`config.mk`:
```
export PLATFORM = sky130hd
export DESIGN_NAME = credit_proxy_thread
export DESIGN_NICKNAME = d
export VERILOG_FILES = /design/src/rtl/cpt_pkg.sv /design/src/rtl/cpt_decode.sv /design/src/rtl/cpt_counter.sv /design/src/rtl/cpt_tx_stage.sv /design/src/rtl/cpt_rx_store.sv /design/src/rtl/credit_proxy_thread.sv
export SDC_FILE = /design/constraint.sdc
export NUM_CORES = 2
export LEC_CHECK = 0
export ABC_AREA = 1
export ABC_CLOCK_PERIOD_IN_PS = 27300
export BUFFER_PORTS_ARGS = -buffer_cell sky130_fd_sc_hd__buf_4
export CORE_MARGIN = 1
export CORE_UTILIZATION = 48
export DETAILED_ROUTE_END_ITERATION = 8
export PLACE_DENSITY_LB_ADDON = 0.15
export REMOVE_ABC_BUFFERS = 1
export SLEW_MARGIN = 40
export SYNTH_ARGS = -nofsm -noshare
export SYNTH_HDL_FRONTEND = slang
export SYNTH_SLANG_ARGS = --single-unit
```
`constraint.sdc`:
```
create_clock -name clk -period 27.3 [get_ports clk]
set_input_delay 2.73 -clock clk [delete_from_list [all_inputs] [get_ports clk]]
set_output_delay 2.73 -clock clk [all_outputs]
set_load 0.02 [all_outputs]
```
`src/rtl/cpt_pkg.sv`:
```
package cpt_pkg;
  localparam int unsigned REG_W    = 32;
  localparam int unsigned FLAG_BIT = 31;
  localparam int unsigned CNT_FLD  = 8;

  typedef enum logic [1:0] {
    SEL_NONE   = 2'd0,
    SEL_STATUS = 2'd1,
    SEL_DATA   = 2'd2,
    SEL_CTRL   = 2'd3
  } sel_e;
endpackage

```
`src/rtl/cpt_decode.sv`:
```
module cpt_decode
  import cpt_pkg::*;
#(
  parameter int unsigned ADDR_W    = 13,
  parameter int unsigned NUM_WORDS = 15,
  parameter int unsigned IDX_W     = 4
) (
  input  logic [ADDR_W-1:0] addr,
  output sel_e              sel,
  output logic [IDX_W-1:0]  idx,
  output logic              last
);
  localparam int unsigned WI_W = ADDR_W - 3;

  logic [WI_W-1:0] wi;
  assign wi = addr[ADDR_W-2:2];

  always_comb begin
    sel  = SEL_NONE;
    idx  = '0;
    last = 1'b0;
    if (addr[1:0] == 2'b00) begin
      if (addr[ADDR_W-1]) begin
        if (wi == '0) sel = SEL_CTRL;
      end else if (wi == '0) begin
        sel = SEL_STATUS;
      end else if (wi <= WI_W'(NUM_WORDS)) begin
        sel  = SEL_DATA;
        idx  = IDX_W'(wi - WI_W'(1));
        last = (wi == WI_W'(NUM_WORDS));
      end
    end
  end
endmodule

```
`src/rtl/cpt_counter.sv`:
```
module cpt_counter #(
  parameter int unsigned DEPTH = 4,
  parameter int unsigned CNT_W = 3
) (
  input  logic             clk,
  input  logic             rst,
  input  logic             reset_rx,
  input  logic             dir_rx,
  input  logic             load,
  input  logic             load_rx,
  input  logic             send_req,
  input  logic             pop_req,
  input  logic             push_req,
  input  logic             cr_in,
  input  logic             err_clr,
  output logic [CNT_W-1:0] cnt,
  output logic             err,
  output logic             irq,
  output logic             send_ok,
  output logic             pop_ok,
  output logic             push_ok
);
  localparam logic [CNT_W-1:0] FULL = CNT_W'(DEPTH);

  logic             ret_ok;
  logic             err_set;
  logic             inc;
  logic             dec;
  logic [CNT_W-1:0] cnt_d;
  logic             err_d;
  logic             irq_d;

  always_comb begin
    send_ok = !load && !dir_rx && send_req && (cnt != '0) && !err;
    pop_ok  = !load &&  dir_rx && pop_req  && (cnt != '0) && !err;
    push_ok = !load &&  dir_rx && push_req && (cnt != FULL);
    ret_ok  = !load && !dir_rx && cr_in    && (cnt != FULL);
    err_set = !load && ((!dir_rx && send_req && (cnt == '0)) ||
                        ( dir_rx && pop_req  && (cnt == '0)) ||
                        ( dir_rx && push_req && (cnt == FULL)));
    inc = push_ok | ret_ok;
    dec = send_ok | pop_ok;
    if (load)          cnt_d = load_rx ? '0 : FULL;
    else if (inc && !dec) cnt_d = cnt + 1'b1;
    else if (dec && !inc) cnt_d = cnt - 1'b1;
    else               cnt_d = cnt;
    if (load)          err_d = 1'b0;
    else if (err_set)  err_d = 1'b1;
    else if (err_clr)  err_d = 1'b0;
    else               err_d = err;
    irq_d = load ? 1'b0 : (dir_rx && (cnt_d != '0));
  end

  always_ff @(posedge clk) begin
    if (rst) begin
      cnt <= reset_rx ? '0 : FULL;
      err <= 1'b0;
      irq <= 1'b0;
    end else begin
      cnt <= cnt_d;
      err <= err_d;
      irq <= irq_d;
    end
  end

  AST_TX_CREDIT_DROP: assert property (@(posedge clk) disable iff (rst)
    (send_ok && !ret_ok) |=> (cnt == $past(cnt) - 1'b1));
  AST_EMPTY_SEND_FLAGS: assert property (@(posedge clk) disable iff (rst)
    (send_req && !dir_rx && !load && (cnt == '0)) |=> err);
  AST_CREDIT_CEILING: assert property (@(posedge clk) disable iff (rst)
    cnt <= FULL);
  AST_RELOAD_VALUE: assert property (@(posedge clk) disable iff (rst)
    load |=> (!err && (cnt == (dir_rx ? '0 : FULL))));
  AST_IRQ_FOLLOWS: assert property (@(posedge clk) disable iff (rst)
    irq == (dir_rx && (cnt != '0)));
endmodule

```
`src/rtl/cpt_tx_stage.sv`:
```
module cpt_tx_stage #(
  parameter int unsigned NUM_WORDS = 15,
  parameter int unsigned DATA_W    = 32,
  parameter int unsigned IDX_W     = 4
) (
  input  logic                        clk,
  input  logic                        rst,
  input  logic                        wr_en,
  input  logic [IDX_W-1:0]            wr_idx,
  input  logic [DATA_W-1:0]           wr_data,
  input  logic                        send_ok,
  output logic                        msg_valid,
  output logic [NUM_WORDS*DATA_W-1:0] msg_data
);
  localparam int unsigned MSG_W = NUM_WORDS * DATA_W;

  logic [DATA_W-1:0] stage_q [NUM_WORDS-1];
  logic [MSG_W-1:0]  msg_next;

  for (genvar w = 0; w < NUM_WORDS - 1; w++) begin : g_stage
    always_ff @(posedge clk) begin
      if (wr_en && (wr_idx == IDX_W'(w))) stage_q[w] <= wr_data;
    end
    assign msg_next[w*DATA_W +: DATA_W] = stage_q[w];
  end
  assign msg_next[MSG_W-1 -: DATA_W] = wr_data;

  always_ff @(posedge clk) begin
    if (rst) begin
      msg_valid <= 1'b0;
      msg_data  <= '0;
    end else begin
      msg_valid <= send_ok;
      if (send_ok) msg_data <= msg_next;
    end
  end

  AST_MSG_HOLDS: assert property (@(posedge clk) disable iff (rst)
    !send_ok |=> $stable(msg_data));
endmodule

```
`src/rtl/cpt_rx_store.sv`:
```
module cpt_rx_store #(
  parameter int unsigned NUM_WORDS = 15,
  parameter int unsigned DATA_W    = 32,
  parameter int unsigned DEPTH     = 4,
  parameter int unsigned IDX_W     = 4
) (
  input  logic                        clk,
  input  logic                        rst,
  input  logic                        flush,
  input  logic                        push_ok,
  input  logic [NUM_WORDS*DATA_W-1:0] push_data,
  input  logic                        pop_ok,
  input  logic [IDX_W-1:0]            rd_idx,
  output logic [DATA_W-1:0]           rd_word
);
  localparam int unsigned MSG_W = NUM_WORDS * DATA_W;
  localparam int unsigned PTR_W = (DEPTH > 1) ? $clog2(DEPTH) : 1;
  localparam int unsigned OCC_W = $clog2(DEPTH + 1);
  localparam logic [PTR_W-1:0] LAST_SLOT = PTR_W'(DEPTH - 1);

  logic [MSG_W-1:0] mem [DEPTH];
  logic [PTR_W-1:0] wr_ptr;
  logic [PTR_W-1:0] rd_ptr;
  logic [OCC_W-1:0] occ;
  logic [MSG_W-1:0] head;

  function automatic logic [PTR_W-1:0] step(input logic [PTR_W-1:0] p);
    return (p == LAST_SLOT) ? '0 : p + 1'b1;
  endfunction

  always_ff @(posedge clk) begin
    if (push_ok) mem[wr_ptr] <= push_data;
  end

  always_ff @(posedge clk) begin
    if (rst || flush) begin
      wr_ptr <= '0;
      rd_ptr <= '0;
      occ    <= '0;
    end else begin
      if (push_ok) wr_ptr <= step(wr_ptr);
      if (pop_ok)  rd_ptr <= step(rd_ptr);
      if (push_ok && !pop_ok)      occ <= occ + 1'b1;
      else if (pop_ok && !push_ok) occ <= occ - 1'b1;
    end
  end

  assign head    = mem[rd_ptr];
  assign rd_word = head[rd_idx*DATA_W +: DATA_W];

  AST_POP_HAS_DATA: assert property (@(posedge clk) disable iff (rst)
    pop_ok |-> (occ != '0));
  AST_PUSH_HAS_ROOM: assert property (@(posedge clk) disable iff (rst)
    push_ok |-> (occ != OCC_W'(DEPTH)));
endmodule

```
`src/rtl/credit_proxy_thread.sv`:
```
module credit_proxy_thread
  import cpt_pkg::*;
#(
  parameter int unsigned NUM_WORDS = 15,
  parameter int unsigned DATA_W    = 32,
  parameter int unsigned DEPTH     = 4,
  parameter int unsigned ADDR_W    = 13,
  parameter bit          RESET_RX  = 1'b0
) (
  input  logic                        clk,
  input  logic                        rst,
  input  logic                        bus_req,
  input  logic                        bus_we,
  input  logic [ADDR_W-1:0]           bus_addr,
  input  logic [DATA_W-1:0]           bus_wdata,
  output logic [DATA_W-1:0]           bus_rdata,
  output logic                        bus_rvalid,
  output logic                        tx_msg_valid,
  output logic [NUM_WORDS*DATA_W-1:0] tx_msg_data,
  input  logic                        credit_ret_in,
  input  logic                        rx_push_valid,
  input  logic [NUM_WORDS*DATA_W-1:0] rx_push_data,
  output logic                        credit_ret_out,
  output logic                        rx_irq
);
  localparam int unsigned IDX_W = $clog2(NUM_WORDS);
  localparam int unsigned CNT_W = $clog2(DEPTH + 1);

  sel_e             sel;
  logic [IDX_W-1:0] idx;
  logic             last;
  logic             dir_q;
  logic             load;
  logic             wr_any;
  logic             rd_any;
  logic             send_req;
  logic             pop_req;
  logic             err_clr;
  logic [CNT_W-1:0] cnt;
  logic             err;
  logic             send_ok;
  logic             pop_ok;
  logic             push_ok;
  logic [DATA_W-1:0] rx_word;
  logic [DATA_W-1:0] rd_mux;

  cpt_decode #(.ADDR_W(ADDR_W), .NUM_WORDS(NUM_WORDS), .IDX_W(IDX_W)) u_dec (
    .addr(bus_addr), .sel(sel), .idx(idx), .last(last)
  );

  assign wr_any   = bus_req &&  bus_we;
  assign rd_any   = bus_req && !bus_we;
  assign load     = wr_any && (sel == SEL_CTRL) && (bus_wdata[FLAG_BIT] != dir_q);
  assign send_req = wr_any && (sel == SEL_DATA) && last && !dir_q;
  assign pop_req  = rd_any && (sel == SEL_DATA) && last &&  dir_q;
  assign err_clr  = wr_any && (sel == SEL_STATUS) && bus_wdata[FLAG_BIT];

  always_ff @(posedge clk) begin
    if (rst)       dir_q <= RESET_RX;
    else if (load) dir_q <= bus_wdata[FLAG_BIT];
  end

  cpt_counter #(.DEPTH(DEPTH), .CNT_W(CNT_W)) u_cnt (
    .clk(clk), .rst(rst), .reset_rx(RESET_RX), .dir_rx(dir_q),
    .load(load), .load_rx(bus_wdata[FLAG_BIT]),
    .send_req(send_req), .pop_req(pop_req), .push_req(rx_push_valid),
    .cr_in(credit_ret_in), .err_clr(err_clr),
    .cnt(cnt), .err(err), .irq(rx_irq),
    .send_ok(send_ok), .pop_ok(pop_ok), .push_ok(push_ok)
  );

  cpt_tx_stage #(.NUM_WORDS(NUM_WORDS), .DATA_W(DATA_W), .IDX_W(IDX_W)) u_tx (
    .clk(clk), .rst(rst),
    .wr_en(wr_any && (sel == SEL_DATA) && !dir_q),
    .wr_idx(idx), .wr_data(bus_wdata), .send_ok(send_ok),
    .msg_valid(tx_msg_valid), .msg_data(tx_msg_data)
  );

  cpt_rx_store #(.NUM_WORDS(NUM_WORDS), .DATA_W(DATA_W), .DEPTH(DEPTH), .IDX_W(IDX_W)) u_rx (
    .clk(clk), .rst(rst), .flush(load),
    .push_ok(push_ok), .push_data(rx_push_data), .pop_ok(pop_ok),
    .rd_idx(idx), .rd_word(rx_word)
  );

  always_comb begin
    rd_mux = '0;
    unique case (sel)
      SEL_STATUS: begin
        rd_mux[FLAG_BIT]  = err;
        rd_mux[CNT_W-1:0] = cnt;
      end
      SEL_DATA: rd_mux = dir_q ? rx_word : '0;
      SEL_CTRL: rd_mux[FLAG_BIT] = dir_q;
      default:  rd_mux = '0;
    endcase
  end

  always_ff @(posedge clk) begin
    if (rst) begin
      bus_rdata      <= '0;
      bus_rvalid     <= 1'b0;
      credit_ret_out <= 1'b0;
    end else begin
      bus_rvalid     <= rd_any;
      credit_ret_out <= pop_ok;
      if (rd_any) bus_rdata <= rd_mux;
    end
  end

  AST_CRET_RX_ONLY: assert property (@(posedge clk) disable iff (rst)
    credit_ret_out |-> dir_q);
  AST_ERR_NO_SEND: assert property (@(posedge clk) disable iff (rst)
    (err && send_req) |=> !tx_msg_valid);
  AST_TX_IGNORES_PUSH: assert property (@(posedge clk) disable iff (rst)
    (!dir_q && !load) |=> !rx_irq);
endmodule

```
**Word-level counts from Yosys, hierarchy flattened**

Memory sizes are Yosys's and may differ from the RTL's. A register that Yosys moved wholly into a read port is not among the register bits.
Cells that the tools add are included.

- Memories kept: 2
- Output and inout port bits: 516
- Bits in registers: 525
- Word-level logic and storage cells: 219
- Input port bits: 531
- Memory bits (writable): 2368

- Shift operators: 1
- Magnitude comparators: 1
- Reductions and logical operators: 79
- Add/sub/neg operators: 5
- Bitwise logic cells: 2
- Mux-type cells: 96
- Equality and inequality tests: 22

Memories:

| memory | depth | bits a word | read ports | clocked after Yosys merged registers in | write ports | line | source |
|---|---|---|---|---|---|---|---|
| u_rx.mem | 4 | 480 | 1 | 1 | 1 | cpt_rx_store.sv:21 | `logic [MSG_W-1:0] mem [DEPTH];` |
| u_tx.stage_q | 14 | 32 | 14 | 14 | 1 | cpt_tx_stage.sv:17 | `logic [DATA_W-1:0] stage_q [NUM_WORDS-1];` |

Operators by type and width:

| kind | count |
|---|---|
| indexed part select 480 x 10 -> 32 bit | 1 |
| 2-to-1 mux 32 bit | 14 |
| OR reduction 32 bit | 13 |
| 2-to-1 mux 4 bit | 17 |
| logical AND 1 bit | 49 |
| 2-to-1 mux 1 bit | 49 |
| 2-to-1 mux 28 bit | 1 |
| == test 4 bit (second input constant) | 6 |
| 2-to-1 mux 2 bit | 9 |
| == test 4 x 3 -> 1 bit (second input constant) | 4 |
| 2-to-1 mux 3 bit | 4 |
| == test 10 x 4 -> 1 bit (second input constant) | 1 |
| <= comparator 10 x 4 -> 1 bit (second input constant) | 1 |
| zero test 10 bit | 1 |
| == test 2 bit (second input constant) | 4 |
| == test 4 x 2 -> 1 bit (second input constant) | 2 |
| zero test 1 bit | 6 |
| one-hot mux 3 bit (2 select lines) | 1 |
| nonzero test 3 bit | 2 |
| adder 2 x 1 -> 2 bit (second input constant) | 2 |
| == test 4 x 1 -> 1 bit (second input constant) | 1 |
| zero test 4 bit | 1 |
| subtractor 4 x 1 -> 4 bit (second input constant) | 1 |
| adder 3 x 1 -> 3 bit (second input constant) | 1 |
| other kinds (12) | 15 |

**Depth between registers and ports, before layout**

- Word-level depth: 25
- Gate-level depth with buffers: 24

**Modules after synthesis**

From an unflattened synthesis, not the netlist that was laid out.

- Cell total of the unflattened synthesis: 11002
- Area, all modules: 114522.3 um2

Modules (own cells, without submodules):

| module | times used | area each (um2) | seq. area each (um2) | cells each |
|---|---|---|---|---|
| cpt_rx_store | 1 | 79264.8 | 57775.4 | 7178 |
| cpt_tx_stage | 1 | 33047.9 | 23082.1 | 3518 |
| credit_proxy_thread | 1 | 1541.5 | 700.7 | 196 |
| cpt_counter | 1 | 456.7 | 100.1 | 74 |
| cpt_decode | 1 | 211.5 | 0.0 | 36 |

**Worst setup path after synthesis**

No wires, ideal clock.

- Path type: input port to flip-flop
- Start: input bus_addr[2]
- End: memory u_rx.mem[0][0] (netlist name) (enable)
- Setup slack: 1.732 ns
- Library setup time: 1.337 ns
- Stages: 15
- Arrival: 24.231 ns
- Path buffers: 2
- Cell sequence: buf_2 inv_2 buf_4 ha_1 nand2_1 nor2_1 nor2_2 nand2_2 nand2_1 ha_1 nand2_1 a21oi_2 inv_1 nand2_1 nor2_1

- Longest elaborated chain between the ends: 14

Ends and longest elaborated chain:

| what | line | source |
|---|---|---|
| start, declared | credit_proxy_thread.sv:14 | `input logic [ADDR_W-1:0] bus_addr,` |
| <= comparator 10 x 4 -> 1 bit | cpt_decode.sv:27 | `end else if (wi <= WI_W'(NUM_WORDS)) begin` |
| 2-to-1 mux 2 bit | cpt_decode.sv:27 |  |
| 2-to-1 mux 2 bit | cpt_decode.sv:25 | `end else if (wi == '0) begin` |
| 2-to-1 mux 2 bit * | cpt_decode.sv:23 | `if (addr[ADDR_W-1]) begin` |
| 2-to-1 mux 2 bit * | cpt_decode.sv:22 | `if (addr[1:0] == 2'b00) begin` |
| == test 2 bit * | credit_proxy_thread.sv:53 | `assign load = wr_any && (sel == SEL_CTRL) && (bus_wdata[FLAG_BIT] != dir_q);` |
| logical AND 1 bit * (2 in series) | credit_proxy_thread.sv:53 |  |
| zero test 1 bit * | cpt_counter.sv:36 | `push_ok = !load && dir_rx && push_req && (cnt != FULL);` |
| logical AND 1 bit * (3 in series) | cpt_counter.sv:36 |  |
| 2-to-1 mux 1 bit * | cpt_rx_store.sv:32 | `if (push_ok) mem[wr_ptr] <= push_data;` |
| 2-to-1 mux 1 bit (not written as such) * | cpt_rx_store.sv:32 |  |
| end, declared | cpt_rx_store.sv:21 |  |

Every way passes the cells marked *; elsewhere a longest branch is shown, timed or not.

**Worst setup path in the final report**

- Start: input bus_addr[2]
- End: register u_tx.msg_data[179] (netlist: tx_msg_data[179]), read port of u_tx.stage_q

- Longest elaborated chain between the ends: 13

Ends and longest elaborated chain:

| what | line | source |
|---|---|---|
| <= comparator 10 x 4 -> 1 bit | cpt_decode.sv:27 |  |
| 2-to-1 mux 2 bit | cpt_decode.sv:27 |  |
| 2-to-1 mux 2 bit | cpt_decode.sv:25 |  |
| 2-to-1 mux 2 bit | cpt_decode.sv:23 |  |
| 2-to-1 mux 2 bit | cpt_decode.sv:22 |  |
| == test 2 bit | credit_proxy_thread.sv:53 |  |
| logical AND 1 bit (2 in series) | credit_proxy_thread.sv:53 |  |
| zero test 1 bit | cpt_counter.sv:34 | `send_ok = !load && !dir_rx && send_req && (cnt != '0) && !err;` |
| logical AND 1 bit | cpt_counter.sv:34 |  |
| logical AND 1 bit * (3 in series) | cpt_counter.sv:34 |  |
| end, declared | cpt_tx_stage.sv:13 | `output logic [NUM_WORDS*DATA_W-1:0] msg_data` |

Marked as above.
A chain may end at the register's enable or synchronous reset.

==> flow_summary.yaml <==
run_status:
  status: "finished clean"
clocking:
  holdBufCountCts: 0
  cts_root_buffer: "clkbuf_16"
  numCtsBuffers: 313
  cts_tree: "done"
  worst_skew_pair.late_latency_ps: 950
  clock_sinks: 2895
  h-tree-depth: 5
  cts_resized: 0
  clock_path_buffers: 4
  cts.reportedPaths.clkPinSlew_ps: 60
  cts_setup_buffers: 0
timing:
  worst_hold_slack_ps: 442.9
  clock_skew_ps: 66.08
  slew_violations: 0
  setup_viol: 0
  fin_ws_ps: 19930
  finalCriticalPeriod_ps: 7373
  fmax_ghz: 0.1356
  relSlewSlack_pct: 39.63
  finalHoldViolCount: 0
  finalCritPeriodShare_pct: 27.01
  tns_ps: 0
  rsz0062_at_grt: "no"
  max_slew.worst_pin.slew_ps: 905.6
cells_and_area:
  post-route-util_pct: 57.59
  final_common_cell: "edfxtp_1"
  ff_latch_area_um2: 81670
  multi_input_comb_area_um2: 23200
  drive_above_1_share_pct: 17.36
  layoutNonFillerInstCount: 12540
  nFillCells: 18070
  final_cell_mix: "edfxtp_1, nand2_1, buf_4"
  final_cell_area_um2: 128200
  syn2layout_area_growth_pct: 18.99
  layout.nets: 9805
run:
  max_cap_viol_count: 0
setup_path:
  path_class: "in -> reg"
  cp_num_cells: 19
  start_kind: "primary input"
  r2r_cells: 13
  critPathArrivalTime_ps: 8230
  cpMostUsedCell: "buf_6"
  critPathBufInv: 6
  end_kind: "flop"
  crit_path_cell_trace: "buf_4, inv_2, ha_1, nand2_1, nor2_1, nor2_2, nand2_2, nand2_1, ha_1, nand2_1, nor2_2, nand3_2, nor3_4, buf_6, buf_6, buf_6, buf_6, o21ai_0, nor2_1"
  critPathRequiredTime_ps: 28160
  slowest_delay_ps: 680
  crit_fanout: 113
  crit_family: "buffers and inverters"
  slowest_stage: "buf_6"
placed_design:
  port_buffers: 1046
  hpwl_um: 193600
  dp.cells: 11910
  post_dp_cell_area_um2: 118000
  dp_slack_ps: 18630
  routabilityCongestion: 0.8222
pwr:
  power_switching_mw: 1.757
  switching_share_pct: 19.63
  p_seq_share_pct: 53.3
  power_density_nw_per_um2: 69.85
  p_leak_nw: 48.04
  max-vdd-ir-drop_v: 0.00006390
  clockPowerShare_pct: 45.1
  finalPower_mw: 8.952
  intPower_mw: 7.194
  comb_power_share_pct: 1.6
grt:
  antenna_found_initial: 144
  grt-busiest-layer: "met2"
  grtUsageTotal_pct: 27.92
  grt_pass1_wl_um: 459900
  grt_start_max_net_pins: 212
  use_met1_pct: 36.17
  grt_overflow: 0
  met3_usage_pct: 7.638
  gr-usage-met2_pct: 43.88
  grt_pass1_vias: 66040
drt:
  drcViolationCount: 0
  vias: 71040
  drt_wl_total_um: 326100
  drtIter0Drc: 6985
  postRouteAntennaNets: 0
  vias_per_cell: 5.663
  drt_first_pass_iters: 6
  routedWlPerCell_um: 26.00
floorplanning:
  dieWidth_um: 475.7
  die_area_um2: 226300
  rows: 173
  ioPinCount: 1047
  die-height_um: 475.7
  coreArea_um2: 222500
  initial_core_util_pct: 48.40
logic_synthesis:
  synthesis.instances: 8331
  syn_area_per_cell_um2: 12.93
  ys_warn_count: 0
  synthDistinctLibCells: 47
  synth-seq-area-share_pct: 75.82
  synth_area_um2: 107700
  async_flop_share_pct: 0
  synth-edff-count: 2368
  synthFlopType: "edfxtp_1"
  synth-seq-cells: 2895
  yosys-top-cells-area: "edfxtp_1, dfxtp_1, nand2_1"
  synth_top_area_share_pct: 66.02
  synth_top_area_cell: "edfxtp_1"
worst_hold_path:
  min_path_cells: 2
  hold_path.class: "reg -> reg"
[logic make-up (layout without fill, tap and decap cells)]
logic type | after synthesis | in the layout | share of synthesized area [%]
DFF | 2895 | 2895 | 75.82
other | 0 | 74 | 0
AOI/OAI and AO/OA | 1839 | 1839 | 10.55
buffers and inverters | 606 | 1770 | 2.834
xor gates and xnor gates | 2 | 2 | 0.01627
adders and majority gates | 14 | 14 | 0.1626
and+or+nand+nor | 2975 | 2975 | 10.62
[power by group through the flow]
stage	combinational, mW	clock (mW)	sequential (mW)
floorplan	0.0220	0	4.86
global placement	0.136	0	4.86
detailed placement	0.142	0	4.86
CTS	0.142	4.10	4.77
global route	0.154	4.26	4.77
finish	0.143	4.04	4.77
[synthesized netlist by cell type, types with 39 or more instances]
library cell / instances
nand2_1: 1737
clkbuf_1: 140
o2111ai_1: 49
a32o_1: 285
buf_4: 49
inv_1: 40
a21oi_1: 658
o22ai_1: 39
edfxtp_1: 2368
nand3_1: 63
o21ai_0: 619
buf_2: 323
dfxtp_1: 527
a22oi_1: 121
nor2_1: 1120
[metal layers]
metal  share of wire, %  up-vias
met2                 47     2902
met4                4.0      114
met1                 40    35320
met3                8.9      646
met5               0.23        -
li1                   -    32060
[final cells by class]
type,count,area share (%)
clock buffers,434,6.779
inverters,50,0.1718
clock inverters,116,0.7928
multi-input cells,4830,18.11
repair buffers,1170,7.376
flip-flops and latches,2895,63.72
well taps,2975,2.905
diodes,74,0.1445
[state kept, by name (all words and copies together) (netlist names), 2 cells and up, named ones only]
| name | flops |
|---|---|
| u_rx.mem | 1920 |
| tx_msg_data | 448 |
| u_tx.stage_q | 448 |
| bus_rdata | 32 |
| u_tx.msg_data | 32 |
| u_cnt.cnt | 3 |
| u_rx.rd_ptr | 2 |
| u_rx.wr_ptr | 2 |
[worst register-to-register path, cell delays in order (launching register included)]
cell	delay, ps
dfxtp_4	480
inv_8	540
buf_4	750
buf_4	700
buf_4	700
a21oi_1	140
a32o_1	240
nand2_1	50
o21ai_0	110
o21ai_0	310
nand3_1	110
nor2_1	140
a21oi_1	60
nor2_1	100
[worst paths after layout]
kind,start,to,slack [ps]
hold / removal,u_tx.stage_q[0][136]$_DFFE_PP_,tx_msg_data[136]$_SDFFE_PP0P_,440
setup reg to reg,flop,bus_rdata[29]$_SDFFE_PP0P_,22820
setup / recovery,bus_addr[2],tx_msg_data[179]$_SDFFE_PP0P_,19930
hold reg to reg,u_tx.stage_q[0][136]$_DFFE_PP_,tx_msg_data[136]$_SDFFE_PP0P_,440
(Power assumes the default switching activity.)
